### config.mk
export PLATFORM = sky130hd
export DESIGN_NAME = rtcCore
export DESIGN_NICKNAME = d
export VERILOG_FILES = /design/src/rtl/rtcPkg.sv /design/src/rtl/rtcCtrl.sv /design/src/rtl/rtcDatapath.sv /design/src/rtl/rtcCore.sv
export SDC_FILE = /design/constraint.sdc
export NUM_CORES = 1
export LEC_CHECK = 0
export ABC_AREA = 1
export ABC_CLOCK_PERIOD_IN_PS = 10250
export BUFFER_PORTS_ARGS = -buffer_cell sky130_fd_sc_hd__buf_2
export CELL_PAD_IN_SITES_DETAIL_PLACEMENT = 0
export CELL_PAD_IN_SITES_GLOBAL_PLACEMENT = 1
export CORE_MARGIN = 1.5
export CORE_UTILIZATION = 45
export CTS_BUF_LIST = sky130_fd_sc_hd__clkbuf_16
export CTS_CLUSTER_DIAMETER = 60
export DETAILED_ROUTE_END_ITERATION = 16
export GPL_TIMING_DRIVEN = 1
export PLACE_DENSITY_LB_ADDON = 0.1
export SLEW_MARGIN = 20
export SYNTH_ARGS = -nofsm -noshare
export SYNTH_HDL_FRONTEND = slang
export SYNTH_SLANG_ARGS = --single-unit
### constraint.sdc
create_clock -name clk -period 10.25 [get_ports clk]
set_input_delay 0.5125 -clock clk [delete_from_list [all_inputs] [get_ports clk]]
set_output_delay 0.5125 -clock clk [all_outputs]
set_load 0.05 [all_outputs]
### src/rtl/rtcPkg.sv
package rtcPkg;
  localparam logic [7:0] ADDR_BUSY   = 8'h04;
  localparam logic [7:0] ADDR_SEC    = 8'h08;
  localparam logic [7:0] ADDR_SHADOW = 8'h0C;
  localparam logic [7:0] ADDR_MS     = 8'h10;
  localparam logic [7:0] ADDR_ALM0   = 8'h14;
  localparam logic [7:0] ADDR_ALM1   = 8'h18;
  localparam logic [7:0] ADDR_MSALM  = 8'h1C;
  localparam logic [7:0] ADDR_MASK   = 8'h28;
  localparam logic [7:0] ADDR_STAT   = 8'h2C;
  localparam int STAT_W    = 5;
  localparam int N_SEC_ALM = 2;

  typedef struct packed {
    logic                 msStep;
    logic                 copy;
    logic                 loadSec;
    logic [N_SEC_ALM-1:0] wrSecAlarm;
    logic                 wrMsAlarm;
    logic                 wrMask;
    logic                 wrStatus;
    logic                 capShadow;
  } rtcStrobeT;
endpackage

### src/rtl/rtcCtrl.sv
module rtcCtrl
  import rtcPkg::*;
#(
  parameter int TICKS_PER_SEC = 32768,
  parameter int MS_PER_SEC    = 1000,
  parameter int COPY_TICKS    = 8
) (
  input  logic       clk,
  input  logic       rstN,
  input  logic       tickIn,
  input  logic [7:0] busAddr,
  input  logic       busWr,
  input  logic       busRd,
  output rtcStrobeT  strobe,
  output logic       busy
);
  localparam int ACC_W = $clog2(TICKS_PER_SEC + MS_PER_SEC);
  localparam int PH_W  = (COPY_TICKS > 1) ? $clog2(COPY_TICKS) : 1;
  localparam logic [ACC_W-1:0] TICKS_C = ACC_W'(TICKS_PER_SEC);
  localparam logic [ACC_W-1:0] MS_C    = ACC_W'(MS_PER_SEC);
  localparam logic [PH_W-1:0]  LAST_PH = PH_W'(COPY_TICKS - 1);

  logic [ACC_W-1:0] acc;
  logic [ACC_W-1:0] accSum;
  logic [PH_W-1:0]  phase;
  logic             loadOk;

  assign accSum = acc + MS_C;
  assign busy   = (phase == LAST_PH);
  assign loadOk = busWr && (busAddr == ADDR_SEC) && !busy;

  always_comb begin
    strobe              = '0;
    strobe.msStep       = tickIn && (accSum >= TICKS_C) && !loadOk;
    strobe.copy         = tickIn && busy;
    strobe.loadSec      = loadOk;
    strobe.wrSecAlarm[0] = busWr && (busAddr == ADDR_ALM0);
    strobe.wrSecAlarm[1] = busWr && (busAddr == ADDR_ALM1);
    strobe.wrMsAlarm    = busWr && (busAddr == ADDR_MSALM);
    strobe.wrMask       = busWr && (busAddr == ADDR_MASK);
    strobe.wrStatus     = busWr && (busAddr == ADDR_STAT);
    strobe.capShadow    = busRd && (busAddr == ADDR_MS);
  end

  always_ff @(posedge clk) begin
    if (!rstN) begin
      acc   <= '0;
      phase <= '0;
    end else if (loadOk) begin
      acc   <= '0;
      phase <= '0;
    end else if (tickIn) begin
      acc   <= (accSum >= TICKS_C) ? accSum - TICKS_C : accSum;
      phase <= busy ? '0 : phase + 1'b1;
    end
  end

  // The busy window closes on the tick that performs the copy.
  assert_busy_window_R4: assert property (@(posedge clk) disable iff (!rstN)
    tickIn && busy |=> !busy);
  // Busy opens only as the result of a tick.
  assert_busy_entry_R4: assert property (@(posedge clk) disable iff (!rstN)
    $rose(busy) |-> $past(tickIn));
  // A seconds load during busy leaves the window in place.
  assert_load_gated_R6: assert property (@(posedge clk) disable iff (!rstN)
    busWr && (busAddr == ADDR_SEC) && busy && !tickIn |=> busy);
endmodule

### src/rtl/rtcDatapath.sv
module rtcDatapath
  import rtcPkg::*;
#(
  parameter int MS_PER_SEC = 1000
) (
  input  logic        clk,
  input  logic        rstN,
  input  rtcStrobeT   strobe,
  input  logic        busy,
  input  logic [7:0]  busAddr,
  input  logic [31:0] busWdata,
  output logic [31:0] busRdata,
  output logic        irq
);
  localparam int MS_W = $clog2(MS_PER_SEC);
  localparam logic [MS_W-1:0] MS_LAST = MS_W'(MS_PER_SEC - 1);

  logic [31:0]       secCnt, secBus, shadowSec, secNext;
  logic [MS_W-1:0]   msCnt, msBus, msNext, msAlarm;
  logic [31:0]       secAlarm [N_SEC_ALM];
  logic [STAT_W-1:0] mask, status, setVec, clrVec;
  logic              msWrap, secStep;

  assign msWrap  = strobe.msStep && (msCnt == MS_LAST);
  assign msNext  = !strobe.msStep ? msCnt : (msWrap ? '0 : msCnt + 1'b1);
  assign secStep = msWrap;
  assign secNext = secCnt + {31'd0, secStep};

  genvar g;
  generate
    for (g = 0; g < N_SEC_ALM; g++) begin : genSecAlarm
      always_ff @(posedge clk) begin
        if (!rstN)                     secAlarm[g] <= '0;
        else if (strobe.wrSecAlarm[g]) secAlarm[g] <= busWdata;
      end
      assign setVec[g] = secStep && (secNext == secAlarm[g]);
    end
  endgenerate

  assign setVec[2]          = strobe.msStep && (msNext == msAlarm);
  assign setVec[STAT_W-1:3] = '0;
  assign clrVec = strobe.wrStatus ? busWdata[STAT_W-1:0] : '0;

  always_ff @(posedge clk) begin
    if (!rstN) begin
      secCnt <= '0; msCnt <= '0; secBus <= '0; msBus <= '0;
      shadowSec <= '0; msAlarm <= '0; mask <= '0; status <= '0;
    end else begin
      if (strobe.loadSec) begin
        secCnt <= busWdata; msCnt <= '0;
        secBus <= busWdata; msBus <= '0;
      end else begin
        secCnt <= secNext; msCnt <= msNext;
        if (strobe.copy) begin
          secBus <= secNext; msBus <= msNext;
        end
      end
      if (strobe.capShadow) shadowSec <= secBus;
      if (strobe.wrMsAlarm) msAlarm <= busWdata[MS_W-1:0];
      if (strobe.wrMask)    mask    <= busWdata[STAT_W-1:0];
      status <= (status & ~clrVec) | setVec;
    end
  end

  assign irq = |(status & mask);

  always_comb begin
    case (busAddr)
      ADDR_BUSY:   busRdata = {31'd0, busy};
      ADDR_SEC:    busRdata = secBus;
      ADDR_SHADOW: busRdata = shadowSec;
      ADDR_MS:     busRdata = {{(32-MS_W){1'b0}}, msBus};
      ADDR_ALM0:   busRdata = secAlarm[0];
      ADDR_ALM1:   busRdata = secAlarm[1];
      ADDR_MSALM:  busRdata = {{(32-MS_W){1'b0}}, msAlarm};
      ADDR_MASK:   busRdata = {{(32-STAT_W){1'b0}}, mask};
      ADDR_STAT:   busRdata = {{(32-STAT_W){1'b0}}, status};
      default:     busRdata = '0;
    endcase
  end

  assert_ms_range_R2: assert property (@(posedge clk) disable iff (!rstN)
    msCnt <= MS_LAST);
  assert_alarm_on_change_R7: assert property (@(posedge clk) disable iff (!rstN)
    $rose(status[0]) |-> secCnt != $past(secCnt));
  assert_countdown_idle_R9: assert property (@(posedge clk) disable iff (!rstN)
    status[STAT_W-1:3] == '0);
  assert_w1c_R9: assert property (@(posedge clk) disable iff (!rstN)
    strobe.wrStatus && busWdata[1] && !setVec[1] |=> !status[1]);
  assert_shadow_hold_R5: assert property (@(posedge clk) disable iff (!rstN)
    !strobe.capShadow |=> $stable(shadowSec));
endmodule

### src/rtl/rtcCore.sv
module rtcCore
  import rtcPkg::*;
#(
  parameter int TICKS_PER_SEC = 32768,
  parameter int MS_PER_SEC    = 1000,
  parameter int COPY_TICKS    = 8
) (
  input  logic        clk,
  input  logic        rstN,
  input  logic        tickIn,
  input  logic [7:0]  busAddr,
  input  logic        busWr,
  input  logic        busRd,
  input  logic [31:0] busWdata,
  output logic [31:0] busRdata,
  output logic        irq
);
  rtcStrobeT strobe;
  logic      busy;

  rtcCtrl #(
    .TICKS_PER_SEC(TICKS_PER_SEC), .MS_PER_SEC(MS_PER_SEC), .COPY_TICKS(COPY_TICKS)
  ) i_rtcCtrl (
    .clk(clk), .rstN(rstN), .tickIn(tickIn), .busAddr(busAddr),
    .busWr(busWr), .busRd(busRd), .strobe(strobe), .busy(busy)
  );

  rtcDatapath #(.MS_PER_SEC(MS_PER_SEC)) i_rtcDatapath (
    .clk(clk), .rstN(rstN), .strobe(strobe), .busy(busy), .busAddr(busAddr),
    .busWdata(busWdata), .busRdata(busRdata), .irq(irq)
  );
endmodule

==> out/results.ini <==
[run_status]
status = completed

[grt]
grt_use_met2_pct = 44.1
grt_pass1_wl_um = 57900
grt_pass1_vias = 10300
antenna_found_initial = 0
grt_use_met1_pct = 41.6
met3_usage_pct = 4.07
gr-usage-all-layers_pct = 28.2
grt_max_degree = 71
busiest_layer = met2
grt_overflow = 0

[sta]
hold_slack_ns = 0.276
finalMaxSlewViolations = 0
max_slew.worst_pin.slew_ns = 1.10
finalCriticalPeriod_ns = 4.59
hold_viol = 0
fin_skew_ns = 0.0190
fmax_mhz = 218
rsz0062_at_grt = false
tns_ns = 0
finalSetupViolations = 0
finalCritPeriodShare_pct = 44.8
slew_headroom_pct = 26.6

[floorplan]
std_cell_rows = 58
start_util_pct = 45.8
dieArea_um2 = 26500
ios = 78
coreArea_um2 = 25100
die_x_um = 163
dieHeight_um = 163

[yosys]
ys_seq_elements = 216
syn-cell-area_um2 = 11500
syn_inst = 1643
yosysSeqAreaShare_pct = 43.2
synth.distinct_cells = 44
syn-mean-instance-area_um2 = 7.00
synth_fp_nets = 1694
yosys_warnings = 0

[cells_and_area]
final_cell_mix = 414 x nand2_1, 275 x nor2_1, 213 x inv_1
fin_nets = 1754
layout_commonest_cell = nand2_1
num-fill-cells = 2589
n_antenna_cell = 0
final_core_util_pct = 52.0
area_delta_synth_final_pct = 13.6
layout-drive-gt1-share_pct = 9.40

[power]
p_leak_nw = 5.81
ir_worst_vdd_v = 0.000120
powerDensity_nw_per_um2 = 148

[setup_path]
path_cells = ha_1 > ha_1 > nor2_1 > a21oi_2 > nand2_2 > inv_1 > nand4_1 > inv_1 > ha_1 > ha_1 > inv_2 > nor2_2 > nand2_1 > nor2_1 > xnor3_1 > nand3_1 > nor2_1 > nand2_1 > nor2_1 > nand3_1 > a21oi_1
worst-endpoint-required_ns = 10.70
crit_buf_inv = 3
slowest_stage = a21oi_2
critPathKind = reg2reg
cp-start-kind = flop
end_kind = flop
max_stage_delay_ns = 0.50
crit_arrival_ns = 5.04
critPathMaxFanout = 16
critPathTopFamily = simple AND/OR/NAND/NOR gates

[placement]
port_buffers = 77
hpwlAfterDp_um = 25800
gp_congestion = 0.918

[clock_network]
numCtsBuffers = 27
cts_max_path_buffers = 3
cts_resized = 0
cts_max_level = 1
hold_buffers = 0
clock_latency_ns = 0.54
cts_setup_buffers = 0
cts_root_buf = clkbuf_16
cts_tree = done
clk_pin_slew_ns = 0.06
cts_sinks = 216

[detailed_routing]
ant_nets = 0
routedWlPerCell_um = 18.1
routed_wl_um = 37100
num_vias = 11000
routed_via_density = 5.34
first_iter_violations = 987
route.detailed.drc = 0
drt_pre_antenna_iters = 5

[worst_hold_path]
hold_path.class = in2reg

[run]
maxCapViolations = 0

-- final cells by class --
cell class	instances	area [µm²]	share of cell area, %
sequential	216	4960	38.0
clock inverter	22	184	1.41
inverter	212	796	6.09
multi-input combinational	1155	5520	42.2
timing repair buffer	91	510	3.91
tap	330	413	3.16
clock buffer	27	676	5.17
-- flip-flops by register name (all words and copies together), names as in the netlist --
register	count
i_rtcDatapath.secAlarm	64
i_rtcDatapath.secBus	32
i_rtcDatapath.secCnt	32
i_rtcDatapath.shadowSec	32
i_rtcCtrl.acc	13
i_rtcDatapath.msAlarm	10
i_rtcDatapath.msBus	10
i_rtcDatapath.msCnt	10
i_rtcDatapath.mask	5
i_rtcDatapath.status	5
i_rtcCtrl.phase	3
-- metrics by stage --
step | cells | instance area, µm² | worst slack, ns | total power [mW]
final | 2053 | 13100 | 5.66 | 1.93
after global routing | 2053 | 13100 | 5.27 | 2.00
after CTS | 2052 | 13000 | 5.71 | 1.95
after detailed placement | 2003 | 12200 | 5.30 | 1.03
after global placement | 2003 | 12200 | 5.41 | 1.02
after floorplan | 1643 | 11500 | 5.84 | 0.987
-- logic make-up after synthesis --
| family | share of synthesized area [%] |
|---|---|
| AO/OA/AOI/OAI | 13.3 |
| XOR/XNOR | 2.60 |
| adder cells (fa/ha/maj) | 0.653 |
| buffers and inverters | 9.08 |
| flip-flops | 43.2 |
| AND/OR/NAND/NOR | 31.2 |
-- worst paths after layout --
check	start	endpoint	slack, ns	cells past startpoint
max	i_rtcCtrl.phase[0]$_SDFFE_PP0P_	i_rtcDatapath.status[0]$_SDFF_PN0_	5.66	21
min	busWdata[4]	i_rtcDatapath.status[4]$_SDFF_PN0_	0.28	2
max reg2reg	i_rtcCtrl.phase[0]$_SDFFE_PP0P_	i_rtcDatapath.status[0]$_SDFF_PN0_	5.66	21
min reg2reg	i_rtcDatapath.status[4]$_SDFF_PN0_	i_rtcDatapath.status[4]$_SDFF_PN0_	0.47	2
-- cells in the mapped netlist --
master,number,area [µm²]
nor2_2,10,62.6
o22ai_1,7,43.8
o221ai_1,4,35.0
nor4_1,1,6.26
o211ai_2,1,12.5
nor3b_1,1,7.51
nor4_4,1,21.3
a31oi_1,1,6.26
nor2_4,3,33.8
inv_2,4,15.0
nand2_1,415,1560
a22o_1,3,26.3
or2_2,2,12.5
o21bai_1,2,15.0
a221o_1,1,10.0
xnor2_1,16,140
or2_1,1,6.26
ha_1,6,75.1
nand3_1,116,581
and3b_1,1,8.76
nand2_2,6,37.5
a211oi_1,2,15.0
nand4_1,10,62.6
o211ai_1,32,240
o2111ai_1,14,123
clkinv_1,3,11.3
o21ai_0,112,561
nand3_2,2,20.0
clkbuf_1,42,158
nor3_1,14,70.1
buf_4,1,7.51
a21oi_1,50,250
xor2_1,13,114
xnor3_1,2,45.0
buf_2,15,75.1
dfxtp_1,152,3040
a221oi_1,19,166
nor2_1,276,1040
inv_1,205,769
o21bai_2,1,11.3
nand3b_1,9,67.6
edfxtp_1,64,1920
buf_1,2,7.51
a21oi_2,1,8.76
-- worst reg2reg max path, stage by stage (launching register included) --
cell     delay [ns]
dfxtp_1        0.35
ha_1           0.16
ha_1           0.32
nor2_1         0.18
a21oi_2        0.51
nand2_2        0.33
inv_1          0.19
nand4_1        0.11
inv_1          0.08
ha_1           0.31
ha_1           0.39
inv_2          0.10
nor2_2         0.22
nand2_1        0.13
nor2_1         0.31
xnor3_1        0.19
nand3_1        0.07
nor2_1         0.12
nand2_1        0.08
nor2_1         0.13
nand3_1        0.09
a21oi_1        0.13
-- power by group --
group	leakage, nW	total, mW	internal [mW]	switching, mW
combinational	3.53	0.0954	0.0303	0.0651
clock	0.439	0.927	0.552	0.374
sequential	1.83	0.912	0.898	0.0139
-- routing by layer --
metal  vias to the layer above  part of all wire (%)
met2                       378                    43
li1                       5467                     -
met1                      5080                    48
met3                        41                   7.2
met4                         0                   1.3
met5                         -                     0
No activity file was read; power rests on OpenSTA's default activity.
